$ cat src/rtl/bor_pkg.sv
package bor_pkg;

    typedef enum logic [1:0] {
        BM_OFF      = 2'b00,
        BM_SOFT     = 2'b01,
        BM_SLEEPOFF = 2'b10,
        BM_ON       = 2'b11
    } bor_mode_e;

    typedef enum logic [1:0] {
        PH_HOLD  = 2'b00,
        PH_DELAY = 2'b01,
        PH_RUN   = 2'b10
    } phase_e;

    typedef struct packed {
        phase_e phase;
        logic   rst;
        logic   flag;
    } seq_t;

    localparam seq_t SEQ_RESET = '{phase: PH_HOLD, rst: 1'b1, flag: 1'b0};

endpackage

$ cat src/rtl/bor_sync.sv
module bor_sync #(
    parameter int   STAGES  = 2,
    parameter logic RST_VAL = 1'b1
) (
    input  logic clk,
    input  logic arst_n,
    input  logic d,
    output logic q
);
    logic [STAGES-1:0] chain_d, chain_q;

    always_comb begin
        chain_d = {chain_q[STAGES-2:0], d};
    end

    always_ff @(posedge clk or negedge arst_n) begin
        if (!arst_n) chain_q <= {STAGES{RST_VAL}};
        else         chain_q <= chain_d;
    end

    assign q = chain_q[STAGES-1];
endmodule

$ cat src/rtl/bor_policy.sv
module bor_policy
    import bor_pkg::*;
(
    input  logic [1:0] mode,
    input  logic       sw_en,
    input  logic       sleep,
    output logic       det_en
);
    always_comb begin
        unique case (bor_mode_e'(mode))
            BM_OFF:      det_en = 1'b0;
            BM_SOFT:     det_en = sw_en;
            BM_SLEEPOFF: det_en = ~sleep;
            BM_ON:       det_en = 1'b1;
            default:     det_en = 1'b1;
        endcase
    end
endmodule

$ cat src/rtl/bor_qualify.sv
module bor_qualify #(
    parameter int QUAL_CYCLES = 100
) (
    input  logic clk,
    input  logic arst_n,
    input  logic low,
    output logic trip
);
    localparam int CW = $clog2(QUAL_CYCLES + 1);
    localparam logic [CW-1:0] LIMIT = CW'(QUAL_CYCLES);

    logic [CW-1:0] cnt_d, cnt_q;

    always_comb begin
        if (!low)               cnt_d = '0;
        else if (cnt_q == LIMIT) cnt_d = cnt_q;
        else                    cnt_d = cnt_q + 1'b1;
    end

    always_ff @(posedge clk or negedge arst_n) begin
        if (!arst_n) cnt_q <= '0;
        else         cnt_q <= cnt_d;
    end

    assign trip = low && (cnt_q == LIMIT);
endmodule

$ cat src/rtl/bor_delay.sv
module bor_delay #(
    parameter int PWRT_CYCLES = 2048000
) (
    input  logic clk,
    input  logic arst_n,
    input  logic clear,
    output logic done
);
    localparam int TW = $clog2(PWRT_CYCLES + 1);
    localparam logic [TW-1:0] LAST = TW'(PWRT_CYCLES - 1);

    logic [TW-1:0] cnt_d, cnt_q;

    always_comb begin
        if (clear)              cnt_d = '0;
        else if (cnt_q == LAST) cnt_d = cnt_q;
        else                    cnt_d = cnt_q + 1'b1;
    end

    always_ff @(posedge clk or negedge arst_n) begin
        if (!arst_n) cnt_q <= '0;
        else         cnt_q <= cnt_d;
    end

    assign done = (cnt_q == LAST);
endmodule

$ cat src/rtl/bor_rst_seq.sv
module bor_rst_seq
    import bor_pkg::*;
#(
    parameter int QUAL_CYCLES = 100,
    parameter int PWRT_CYCLES = 2048000,
    parameter int SYNC_STAGES = 2
) (
    input  logic       clk,
    input  logic       por_n,
    input  logic       supply_low_raw,
    input  logic [1:0] bor_mode,
    input  logic       sw_bor_en,
    input  logic       sleep_i,
    input  logic       pwrt_en_n,
    input  logic       wdt_rst,
    input  logic       flag_clr,
    output logic       rst_out,
    output logic       bor_flag
);
    logic low_sync;
    logic det_en;
    logic low_hold;
    logic qual_trip;
    logic delay_done;
    logic delay_clr;
    seq_t s_d, s_q;

    bor_sync #(.STAGES(SYNC_STAGES), .RST_VAL(1'b1)) u_sync (
        .clk(clk), .arst_n(por_n), .d(supply_low_raw), .q(low_sync)
    );

    bor_policy u_policy (
        .mode(bor_mode), .sw_en(sw_bor_en), .sleep(sleep_i), .det_en(det_en)
    );

    assign low_hold = low_sync & det_en;

    bor_qualify #(.QUAL_CYCLES(QUAL_CYCLES)) u_qual (
        .clk(clk), .arst_n(por_n), .low(low_hold), .trip(qual_trip)
    );

    assign delay_clr = (s_q.phase != PH_DELAY);

    bor_delay #(.PWRT_CYCLES(PWRT_CYCLES)) u_delay (
        .clk(clk), .arst_n(por_n), .clear(delay_clr), .done(delay_done)
    );

    always_comb begin
        s_d = s_q;
        unique case (s_q.phase)
            PH_HOLD: begin
                if (!low_hold && !wdt_rst)
                    s_d.phase = pwrt_en_n ? PH_RUN : PH_DELAY;
            end
            PH_DELAY: begin
                if (low_hold || wdt_rst)
                    s_d.phase = PH_HOLD;
                else if (delay_done || pwrt_en_n)
                    s_d.phase = PH_RUN;
            end
            PH_RUN: begin
                if (qual_trip || wdt_rst)
                    s_d.phase = PH_HOLD;
            end
            default: s_d.phase = PH_HOLD;
        endcase

        if (flag_clr)
            s_d.flag = 1'b0;
        if (s_q.phase == PH_RUN && qual_trip)
            s_d.flag = 1'b1;

        s_d.rst = (s_d.phase != PH_RUN);
    end

    always_ff @(posedge clk or negedge por_n) begin
        if (!por_n) s_q <= SEQ_RESET;
        else        s_q <= s_d;
    end

    assign rst_out  = s_q.rst;
    assign bor_flag = s_q.flag;
endmodule

$ cat config.mk
export PLATFORM = sky130hd
export DESIGN_NAME = bor_rst_seq
export DESIGN_NICKNAME = d
export VERILOG_FILES = /design/src/rtl/bor_pkg.sv /design/src/rtl/bor_sync.sv /design/src/rtl/bor_policy.sv /design/src/rtl/bor_qualify.sv /design/src/rtl/bor_delay.sv /design/src/rtl/bor_rst_seq.sv
export SDC_FILE = /design/constraint.sdc
export NUM_CORES = 1
export LEC_CHECK = 0
export BUFFER_PORTS_ARGS = -buffer_cell sky130_fd_sc_hd__clkbuf_2
export CORE_UTILIZATION = 46
export DETAILED_ROUTE_END_ITERATION = 12
export HOLD_SLACK_MARGIN = 0.12
export PLACE_DENSITY = 0.69
export SYNTH_ARGS = -nofsm -noshare
export SYNTH_HDL_FRONTEND = slang
export SYNTH_SLANG_ARGS = --single-unit
$ cat constraint.sdc
create_clock -name clk -period 2.2 [get_ports clk]
set_input_delay 0.33 -clock clk [delete_from_list [all_inputs] [get_ports clk]]
set_output_delay 0.33 -clock clk [all_outputs]
set_load 0.05 [all_outputs]
# Yosys cells after proc, flatten, opt, wreduce, memory -nomap -nowiden
# Cells that the tools add are included.
[totals] output_inout_bits=2 register_bits=34 in_bits=10 elab_cells=45
[op_classes] eq_ne=11 n_reduce_logical=11 n_mux=13 bitwise=2 add_sub_neg=2
[op_table] operator="21-bit 2-to-1 mux" n=2
[op_table] operator="21-bit by 1-bit adder with 21-bit output, second input constant" n=1
[op_table] operator="21-bit equality test, second input constant" n=1
[op_table] operator="7-bit 2-to-1 mux" n=2
[op_table] operator="2-bit 2-to-1 mux" n=5
[op_table] operator="7-bit by 1-bit adder with 7-bit output, second input constant" n=1
[op_table] operator="7-bit equality test, second input constant" n=1
[op_table] operator="2-bit equality test, second input constant" n=3
[op_table] operator="2-bit one-hot mux with 3 select lines" n=1
[op_table] operator="2-bit by 1-bit equality test with 1-bit output, second input constant" n=2
[op_table] operator="2-bit logical NOT" n=2
[op_table] operator="2-bit by 1-bit inequality test with 1-bit output, second input constant" n=2
[op_table] operator="2-bit inequality test, second input constant" n=2
[op_table] operator="1-bit one-hot mux with 4 select lines" n=1
[op_table] operator="1-bit logical AND" n=3
[op_table] operator="1-bit logical OR" n=3
[op_table] operator="1-bit logical NOT" n=2
[op_table] operator="1-bit 2-to-1 mux" n=2
[op_table] operator="2-bit nonzero test" n=1
[op_table] operator="1-bit bitwise AND" n=1
[op_table] operator="1-bit NOT" n=1

# Longest topological paths before layout
[depth] ltp_word=8 ltp_mapped=8 mapped_depth_nobuf=6

# Cells and area by module
# A second synthesis with hierarchy kept.
[unflattened] hier_cells=196 hier_area_um2=1885.6
[by_module_without_submodules] mod="bor_delay" area_per_inst_um2=1241.2 seq_area_each_um2=525.5 cells_per_inst=137 instances=1
[by_module_without_submodules] mod="bor_qualify" area_per_inst_um2=394.1 seq_area_each_um2=175.2 cells_per_inst=39 instances=1
[by_module_without_submodules] mod="bor_rst_seq" area_per_inst_um2=180.2 seq_area_each_um2=101.3 cells_per_inst=15 instances=1
[by_module_without_submodules] mod="bor_sync" area_per_inst_um2=52.6 seq_area_each_um2=52.6 cells_per_inst=2 instances=1
[by_module_without_submodules] mod="bor_policy" area_per_inst_um2=17.5 seq_area_each_um2=0.0 cells_per_inst=3 instances=1

# Least setup slack after synthesis
# Ideal clock, no wire load.
[synth_path] path_type="flip-flop to flip-flop" start="register u_delay.cnt_q[0]" end="register u_delay.cnt_q[4]" stages_incl_launch_ff=9 period_less_slack_ns=1.770 t_required_ns=2.068 setup_slack_ns=0.430 arrival_time_ns=1.637 cell_sequence="dfrtp_1 ha_1 and3_1 buf_4 and4_1 buf_4 a21boi_0 xnor2_1 nor2_1"
[synth_between] elab_chain_cells=3 word_cells_on_any_way=5
[synth_lines] element="start: declaration" line="bor_delay.sv:12" text="logic [TW-1:0] cnt_d, cnt_q;"
[synth_lines] element="start signal: assignment" line="bor_delay.sv:22" text="else cnt_q <= cnt_d;"
[synth_lines] element="21-bit by 1-bit adder with 21-bit output" line="bor_delay.sv:17" text="else cnt_d = cnt_q + 1'b1;"
[synth_lines] element="21-bit 2-to-1 mux" line="bor_delay.sv:16" text="else if (cnt_q == LAST) cnt_d = cnt_q;"
[synth_lines] element="21-bit 2-to-1 mux" line="bor_delay.sv:15" text="if (clear) cnt_d = '0;"
# Several ways; a longest one is shown, not always the timed one. The select of a mux whose other input is x is not followed.
# A chain may end at the register's enable or synchronous reset.

# Worst setup path in the final report
[layout_path] start="register u_delay.cnt_q[0]" end="register u_delay.cnt_q[2]"
# The elaborated chain is that of the path after synthesis.

==> reports/metrics.yaml <==
die:
  fp.dieH_um: 62.8
  die_w_um: 62.8
  num_rows: 21
  initial_core_util: 0.494
  io_pins: 12
  core_area_sq_um: 3440
  design.die.area_sq_um: 3940
sta:
  fin_skew_ns: 0.00720
  finalHoldViolations: 0
  slew_headroom: 0.450
  min_period_ns: 2.00
  slew_violations: 0
  setup_viol: 0
  rsz0062_at_grt: "no"
  worst_pin_slew_ns: 0.825
  period_share: 0.910
  tns_ns: 0
  fmax_mhz: 499
route:
  wl_per_cell_um: 13.3
  vias_per_cell: 5.47
  num_vias: 1291
  drtIter0Drc: 49
  totalWireLength_um: 3150
  ant_nets: 0
  drt_pass1_iterations: 4
  route.detailed.drc: 0
final_layout:
  final_cell_mix: "31 x dfrtp_1, 28 x nor2_1, 16 x xnor2_1"
  drive_gt1_frac: 0.158
  seqCellArea_sq_um: 855
  fillCellCount: 316
  num_antenna_cells: 0
  final_common_cell: "dfrtp_1"
  fin_area_sq_um: 1910
  syn_to_final_growth_pct: 12.2
  final-instance-count-excl-fill: 236
  multi_input_area_sq_um: 803
  nets: 202
power:
  total_leakage_power_nw: 0.785
  p_int_w: 0.000914
  vdd_ir_drop_max_v: 0.000380
  clkPwrFrac: 0.396
  p_per_area_nw_per_um2: 621
  power_w: 0.00118
  swShare: 0.228
  power_frac_seq: 0.547
  combPwrFrac: 0.057
  p_sw_w: 0.000270
global_routing:
  overflow: 0
  antenna_found_initial: 0
  grt_pass1_wl_um: 5490
  grt_pass1_vias: 1278
  track_usage: 0.183
  grt_max_degree: 35
synthesis:
  mappedNetlistNets: 185
  syn_area_per_cell_sq_um: 9.88
  synth_cells: 172
  netlist_area_sq_um: 1700
  yosys_warnings: 0
  ys_types: 37
  yosys_register_bits: 34
  seq_area_frac_synth: 0.503
worst_setup_path:
  cp_max_fo: 10
  critical-path-top-delay-family: "simple AND/OR/NAND/NOR gates"
  cp_data_required_time_ns: 2.40
  path_cells: "ha_1 -> and3_1 -> and4_1 -> nand2_2 -> and3_1 -> nor3_1"
  crit_buf_inv: 0
  cpMostUsedCell: "and3_1"
  crit_type: "register to register"
  arrival_ns: 2.20
  slowest_stage: "and4_1"
  cpPeakStageDelay_ns: 0.45
  startpoint_type: "register"
  end_kind: "register"
clock_tree:
  htree_levels: 2
  cts.path.max_buffers: 2
  cts_resized: 0
  clock_sinks: 34
  cts_setup_buffers: 0
  cts_tree: "yes"
  clock_latency_ns: 0.28
  cts_buffers: 5
  cts_root_buffer: "clkbuf_8"
  postCtsHoldBufs: 1
  clk_pin_slew_worst_paths_ns: 0.07
run:
  max_cap_viol_count: 0
status:
  status: "completed"
placed_design:
  dp.cells: 227
  portBuffers: 11
  place_congestion: 0.805
  dpl_cell_area_sq_um: 1800
  dpl.hpwl_um: 2130
hold_path:
  min_path_type: "primary input to asynchronous set/reset pin"
-- sequential cells by signal, indices dropped and copies added, names as in the netlist --
name and count:
rst_out 1, u_sync.chain_q 2, s_q 2, u_qual.cnt_q 7
bor_flag 1, u_delay.cnt_q 21
-- layout make-up --
type                       count  area share
clock buffer                   7      0.0453
tap                           46      0.0302
sequential                    34       0.448
inverter                       5     0.00985
clock inverter                 1     0.00263
multi-input combinational    129       0.422
timing repair buffer          14      0.0420
-- cell usage after synthesis --
| cell type | count | area, sq um |
|---|---|---|
| a2111oi_2 | 1 | 15.0 |
| a211oi_1 | 4 | 30.0 |
| a21boi_0 | 1 | 7.51 |
| a21oi_1 | 14 | 70.1 |
| a22o_1 | 1 | 8.76 |
| a31oi_1 | 3 | 18.8 |
| and2_1 | 1 | 6.26 |
| and3_1 | 6 | 37.5 |
| and4_1 | 2 | 17.5 |
| and4_4 | 1 | 11.3 |
| and4b_1 | 1 | 10.0 |
| buf_4 | 2 | 15.0 |
| clkbuf_1 | 2 | 7.51 |
| dfrtp_1 | 31 | 776 |
| dfstp_2 | 3 | 78.8 |
| ha_1 | 3 | 37.5 |
| inv_1 | 5 | 18.8 |
| nand2_1 | 10 | 37.5 |
| nand2_2 | 1 | 6.26 |
| nand2b_1 | 2 | 12.5 |
| nand3_1 | 7 | 35.0 |
| nand3b_1 | 2 | 15.0 |
| nand4_1 | 5 | 31.3 |
| nand4_4 | 1 | 21.3 |
| nand4b_1 | 1 | 8.76 |
| nor2_1 | 28 | 105 |
| nor3_1 | 6 | 30.0 |
| nor3_2 | 2 | 20.0 |
| o21ai_0 | 2 | 10.0 |
| o21ai_1 | 1 | 5.00 |
| o22ai_1 | 1 | 6.26 |
| o31a_1 | 1 | 8.76 |
| o31ai_1 | 1 | 7.51 |
| or3_1 | 1 | 6.26 |
| or3b_2 | 1 | 8.76 |
| xnor2_1 | 16 | 140 |
| xor2_1 | 2 | 17.5 |
-- final timing paths --
path                                   startpoint  cells past startpoint  slack [ns]           endpoint
worst min-delay path                        por_n                      1        0.13  u_delay.cnt_q[20]
worst max-delay path             u_delay.cnt_q[0]                      6        0.20   u_delay.cnt_q[2]
min in group clk                         flag_clr                      2        0.23           bor_flag
worst max register to register   u_delay.cnt_q[0]                      6        0.20   u_delay.cnt_q[2]
max in group asynchronous                   por_n                      1        1.55  u_delay.cnt_q[10]
worst min register to register  u_sync.chain_q[0]                      0        0.36  u_sync.chain_q[1]
-- logic make-up after synthesis --
| group | Yosys count | share of synthesized area |
|---|---|---|
| DFF | 34 | 0.503 |
| buffers and inverters | 9 | 0.0243 |
| xor gates and xnor gates | 18 | 0.0928 |
| adders and majority gates | 3 | 0.0221 |
| AOI/OAI and AO/OA | 30 | 0.110 |
| and+or+nand+nor | 78 | 0.247 |
-- power groups by stage --
stage	clock network, W	registers (W)	logic (W)
after floorplan	0	0.000666	0.0000295
after global placement	0	0.000659	0.0000652
after detailed placement	0	0.000659	0.0000672
after CTS	0.000489	0.000648	0.0000687
after global routing	0.000511	0.000649	0.0000757
final	0.000469	0.000648	0.0000676
-- metal layers --
layer	vias to the layer above	track usage	wire, um
met1	623	0.218	1470
met5	-	0	0
li1	640	-	-
met2	21	0.287	1480
met4	0	0.108	81
met3	7	0.0620	114
-- per-stage QoR --
step	setup slack (ns)	hold WS [ns]	utilization
after floorplan	0.430	0.0344	-
after global placement	0.323	0.350	0.524
after detailed placement	0.219	0.355	0.524
after CTS	0.219	0.155	0.554
after global routing	0.0765	0.204	0.554
final	0.198	0.132	0.554
Note: power is estimated with default switching activity, not from simulation.
